$ cat src/rtl/mbox_irq_pkg.sv
// Shared types for the mailbox interrupt controller.
// Assumes: all control strobes are active low and already synchronous to clk.
package mbox_irq_pkg;
    typedef struct packed {
        logic en_n;    // chip enable
        logic we_n;    // 0 = write, 1 = read
        logic oe_n;    // output enable
        logic busy_n;  // arbiter busy
    } port_ctl_t;

    localparam int unsigned NUM_PORTS = 2;
    localparam int unsigned LFT_IDX   = 0;
    localparam int unsigned RGT_IDX   = 1;
endpackage

$ cat src/rtl/mbox_port_decode.sv
// Per-port access decoder.
// Turns one port's strobes and address into two events:
//   post_peer - a write into the peer's mailbox
//   take_own  - a read of this port's own mailbox
// An active busy suppresses both events.
// Assumes: the strobes are stable around the sampling edge.
module mbox_port_decode
    import mbox_irq_pkg::*;
#(
    parameter int unsigned     AW       = 12,
    parameter logic [AW-1:0]   OWN_BOX  = '1,
    parameter logic [AW-1:0]   PEER_BOX = '0
) (
    input  port_ctl_t          ctl,
    input  logic [AW-1:0]      addr,
    output logic               post_peer,
    output logic               take_own
);
    logic sel;
    logic wr_go;
    logic rd_go;

    // Qualify the access: selected, not held off by the arbiter.
    always_comb begin
        sel   = !ctl.en_n && ctl.busy_n;
        wr_go = sel && !ctl.we_n;
        rd_go = sel && ctl.we_n && !ctl.oe_n;
    end

    // Match the qualified access against the two mailbox addresses.
    always_comb begin
        post_peer = wr_go && (addr == PEER_BOX);
        take_own  = rd_go && (addr == OWN_BOX);
    end
endmodule

$ cat src/rtl/mbox_flag.sv
// One active-low interrupt flag.
// A set drives the flag low and a clear drives it high; set has priority.
// With neither request, the flag holds.
// Assumes: synchronous active-low reset leaves the flag inactive (high).
module mbox_flag (
    input  logic clk,
    input  logic rst_n,
    input  logic set_req,
    input  logic clr_req,
    output logic flag_n
);
    // Flag register with set-over-clear priority.
    always_ff @(posedge clk) begin
        if (!rst_n)
            flag_n <= 1'b1;
        else if (set_req)
            flag_n <= 1'b0;
        else if (clr_req)
            flag_n <= 1'b1;
    end

    AST_SET_LOWERS: assert property (@(posedge clk) disable iff (!rst_n)
        set_req |=> !flag_n);
    AST_CLR_RAISES: assert property (@(posedge clk) disable iff (!rst_n)
        (clr_req && !set_req) |=> flag_n);
    AST_IDLE_HOLDS: assert property (@(posedge clk) disable iff (!rst_n)
        (!set_req && !clr_req) |=> $stable(flag_n));
    AST_RESET_HIGH: assert property (@(posedge clk)
        !rst_n |=> flag_n);
endmodule

$ cat src/rtl/mbox_irq_ctrl.sv
// Mailbox interrupt controller for a two-port memory.
// The all-ones word address is the right mailbox; the address below it
// is the left mailbox. Writing the peer's mailbox raises the peer's
// interrupt, and the owner reading its own mailbox releases it.
// Assumes: port index 0 is left and 1 is right; every strobe is synchronous.
module mbox_irq_ctrl
    import mbox_irq_pkg::*;
#(
    parameter int unsigned AW = 12
) (
    input  logic          clk,
    input  logic          rst_n,
    input  logic          lft_en_n,
    input  logic          lft_we_n,
    input  logic          lft_oe_n,
    input  logic          lft_busy_n,
    input  logic [AW-1:0] lft_addr,
    input  logic          rgt_en_n,
    input  logic          rgt_we_n,
    input  logic          rgt_oe_n,
    input  logic          rgt_busy_n,
    input  logic [AW-1:0] rgt_addr,
    output logic          lft_irq_n,
    output logic          rgt_irq_n
);
    localparam logic [AW-1:0] RGT_BOX = {AW{1'b1}};
    localparam logic [AW-1:0] LFT_BOX = RGT_BOX - 1'b1;

    port_ctl_t     ctl      [NUM_PORTS];
    logic [AW-1:0] addr     [NUM_PORTS];
    logic          post     [NUM_PORTS];
    logic          take     [NUM_PORTS];
    logic          flag_n   [NUM_PORTS];

    // Gather each port's pins into the shared record.
    always_comb begin
        ctl[LFT_IDX]  = '{en_n: lft_en_n, we_n: lft_we_n, oe_n: lft_oe_n, busy_n: lft_busy_n};
        ctl[RGT_IDX]  = '{en_n: rgt_en_n, we_n: rgt_we_n, oe_n: rgt_oe_n, busy_n: rgt_busy_n};
        addr[LFT_IDX] = lft_addr;
        addr[RGT_IDX] = rgt_addr;
    end

    for (genvar p = 0; p < NUM_PORTS; p++) begin : g_port
        localparam logic [AW-1:0] OWN  = (p == LFT_IDX) ? LFT_BOX : RGT_BOX;
        localparam logic [AW-1:0] PEER = (p == LFT_IDX) ? RGT_BOX : LFT_BOX;

        mbox_port_decode #(.AW(AW), .OWN_BOX(OWN), .PEER_BOX(PEER)) u_dec (
            .ctl       (ctl[p]),
            .addr      (addr[p]),
            .post_peer (post[p]),
            .take_own  (take[p])
        );

        // The flag of port p is set by the other port and cleared by p itself.
        mbox_flag u_flag (
            .clk     (clk),
            .rst_n   (rst_n),
            .set_req (post[NUM_PORTS-1-p]),
            .clr_req (take[p]),
            .flag_n  (flag_n[p])
        );
    end

    assign lft_irq_n = flag_n[LFT_IDX];
    assign rgt_irq_n = flag_n[RGT_IDX];

    AST_LBUSY_NO_SET: assert property (@(posedge clk) disable iff (!rst_n)
        !lft_busy_n |=> !$fell(rgt_irq_n));
    AST_RBUSY_NO_SET: assert property (@(posedge clk) disable iff (!rst_n)
        !rgt_busy_n |=> !$fell(lft_irq_n));
    AST_LBUSY_NO_CLR: assert property (@(posedge clk) disable iff (!rst_n)
        !lft_busy_n |=> !$rose(lft_irq_n));
    AST_PEER_READ_KEEPS: assert property (@(posedge clk) disable iff (!rst_n)
        (!lft_en_n && lft_we_n && !lft_oe_n && lft_addr == RGT_BOX && rgt_en_n)
        |=> !$rose(rgt_irq_n));
endmodule

$ cat config.mk
export PLATFORM = sky130hd
export DESIGN_NAME = mbox_irq_ctrl
export DESIGN_NICKNAME = d
export VERILOG_FILES = /design/src/rtl/mbox_irq_pkg.sv /design/src/rtl/mbox_port_decode.sv /design/src/rtl/mbox_flag.sv /design/src/rtl/mbox_irq_ctrl.sv
export SDC_FILE = /design/constraint.sdc
export NUM_CORES = 1
export LEC_CHECK = 0
export BUFFER_PORTS_ARGS = -buffer_cell sky130_fd_sc_hd__clkbuf_2
export CAP_MARGIN = 40
export CELL_PAD_IN_SITES_DETAIL_PLACEMENT = 0
export CELL_PAD_IN_SITES_GLOBAL_PLACEMENT = 1
export CORE_UTILIZATION = 12
export CTS_BUF_LIST = sky130_fd_sc_hd__clkbuf_8
export CTS_CLUSTER_DIAMETER = 30
export DETAILED_ROUTE_END_ITERATION = 8
export PLACE_DENSITY = 0.87
export SKIP_LAST_GASP = 1
export SLEW_MARGIN = 0
export SYNTH_ARGS = -nofsm -noshare
export SYNTH_HDL_FRONTEND = slang
export SYNTH_SLANG_ARGS = --single-unit
$ cat constraint.sdc
create_clock -name clk -period 1.3 [get_ports clk]
set_clock_uncertainty 0.1 [all_clocks]
set_input_delay 0.065 -clock clk [delete_from_list [all_inputs] [get_ports clk]]
set_output_delay 0.065 -clock clk [all_outputs]
set_load 0.02 [all_outputs]
==> metrics <==
Cell Rows=12; part of the Yosys area used for sequential elements=24.81%; EDFF count, synth=0; final antenna-violating net count=0; CP Class=in2reg; drc violations=0; vias in the first global route=294; WP data required=1.28 ns; Max-cap violations=0; FILL cells=131; largest net degree at the start of global routing=4; crit path time final=1.117 ns; Worst Max-Slew Pin Slew=0.3851 ns; Net Sw Frac=17.67%; Synth Area in Adders=0%; Comb pwr share=16.9%; pwr dens=896.8 mW/mm2; Compound-Gate Fraction of Synth Area=15.50%; Sequential Power Share=17.0%; max_slew headroom=74.09%; gate count after technology mapping=20; 1st-pass router iterations=1; Final Hold Fails=0; XOR/XNOR Fraction of Synth Area=0%; Layout area overhead=151.2%; DRT Wirelength=662 um; dpl cells=69; starting density of the core=13.78%; mapped cell area=161.4 um2; vias per cell=4.205; worst min path class=in2reg; final setup vio count=0; Pint=0.2993 mW; Total Nets Final=95; antenna violations before repair=0; DP HPWL=594.1 um; core area=0.001171 mm2; Worst-Skew Late Latency=0.21 ns; Distinct cells, synth=14; Fmax achieved=895.2 MHz; CTS clk-pin slew, worst paths=0.03 ns; Worst EP arrival=1.10 ns; mux cell area share after synthesis=0%; Peak VDD IR=0.3209 mV; clock tree buffer depth=2; count leader, synth=nand4_1; Synth Net Count=54; TritonCTS Buffers=3; Critical Path Fanout Max=3; CP cell instances=dlygate4sd3_1, clkbuf_2, inv_1, a311oi_1, a31oi_1; initial DRC count=0; Clock Sinks=2; vias=307; full die area=0.001496 mm2; CTS tree=built; Setup crit end kind=register; Yosys top cell area share=24.81%; Synth top cells by count=3 x nand4_1, 2 x dfxtp_1, 2 x nand2_1, 2 x nand4b_1, 2 x nor2_1; die width=38.68 um; Final Instance Area=405.4 um2; TNS Setup=0 ns; max reg flops=2; fraction of registers with async set or reset after synthesis=0%; H-tree levels=1; ys flop type=dfxtp_1; Mean Syn Cell Area=8.070 um2; slowest stage delay, CP=0.53 ns; die span in y=38.68 um; max-slew violation count=0; WL per Instance=9.068 um; startpoint types=input port; Buf/Inv on CP=3; YS warnings=0; first-pass GRT wire length=1035 um; Tot GR Track Use=9.976%; CP max stage cell=dlygate4sd3_1; clock power share=66.0%; Non-Filler Instances=73; static leakage=0.2162 nW; root buffer selected by CTS=clkbuf_8; hold slack=0.05677 ns; Regs by FF count=g_port.u_flag.flag_n x2; Biggest register=g_port.u_flag.flag_n; CTS resizes=0; status=completed; GPL Wtd Cong=0.6236; Synth area leaders=dfxtp_1 25%, nand4_1 12%, nand4b_1 11%, nor4_2 7.8%, and4b_1 6.2%; Synth Area in Simple Gates=57.36%; Placed Area=354.1 um2; sw power=0.06425 mW; delay-heaviest family, CP=buffers and inverters; #FFs+latches synth=2; PortBufs=35; Tcrit/Tclk final=85.93%; Post-CTS Setup Inserts=0; cell accounting for the most synthesized area=dfxtp_1; gr ovfl total=0; fraction of layout cells with a size suffix above 1=67.80%; antenna cell count=0; largest family of logic cells by synthesized area=simple AND/OR/NAND/NOR gates; RSZ-0062 raised after global routing=no; hold buffers post-CTS=1; io pins=36
power by group through the flow:
stage | Clock [mW] | Combinational [mW] | Sequential [mW]
global placement | 0 | 0.0582 | 0.0626
floorplan | 0 | 0.00956 | 0.0626
detailed placement | 0 | 0.0595 | 0.0626
finish | 0.240 | 0.0616 | 0.0619
CTS | 0.246 | 0.0623 | 0.0619
global route | 0.251 | 0.0690 | 0.0619
tightest hold or removal path, stage by stage:
cell and delay, ns:
clkbuf_2 0.08, nor2_1 0.04, a31oi_1 0.14
cell families (layout without fill, tap and decap cells):
family          count (synthesis)  after routing
compound gates                  3              3
buf+inv                         1             40
flops                           2              2
simple gates                   14             14
final cells by class:
cell class,count,area (um2),area share [%]
Clock buffer,3,41.29,10.19
Sequential cell,2,40.04,9.877
Timing Repair Buffer,36,185.2,45.68
Tap cell,14,17.52,4.321
Multi-Input combinational cell,17,117.6,29.01
Inverter,1,3.754,0.9259
through the flow:
step | power [mW] | worst slack (ns) | utilization [%]
floorplan | 0.07221 | 0.3366 | -
global placement | 0.1208 | 0.1940 | 30.24
detailed placement | 0.1221 | 0.1587 | 30.24
CTS | 0.3706 | 0.1817 | 34.62
global route | 0.3817 | 0.08232 | 34.62
finish | 0.3635 | 0.1829 | 34.62
routing by layer:
layer	GRT usage, %	vias up	part of all wire, %
li1	-	162	-
met5	0	-	0
met3	1.734	0	10
met1	9.556	123	39
met2	19.58	22	51
met4	5.172	0	0
cells in the final DEF, fill, tap and decap left out:
cell type      count
a311oi_1           1
a31oi_1            1
and4b_1            1
clkbuf_2          35
clkbuf_8           3
dfxtp_1            2
dlygate4sd3_1      1
inv_1              1
nand2_1            2
nand3_1            1
nand3b_1           1
nand4_1            3
nand4b_1           2
nor2_1             2
nor4_1             1
nor4_2             1
o31a_2             1
path summary, 6_finish.rpt:
kind                                         startpoint                      end  slack, ns  cells past startpoint
worst max register to register  g_port[1].u_flag.flag_n  g_port[1].u_flag.flag_n       0.43                      1
worst min register to register  g_port[1].u_flag.flag_n  g_port[1].u_flag.flag_n       0.41                      1
worst max-delay path                              rst_n  g_port[0].u_flag.flag_n       0.18                      5
worst min-delay path                        rgt_addr[0]  g_port[0].u_flag.flag_n       0.06                      3
(Power assumes the default switching activity.)
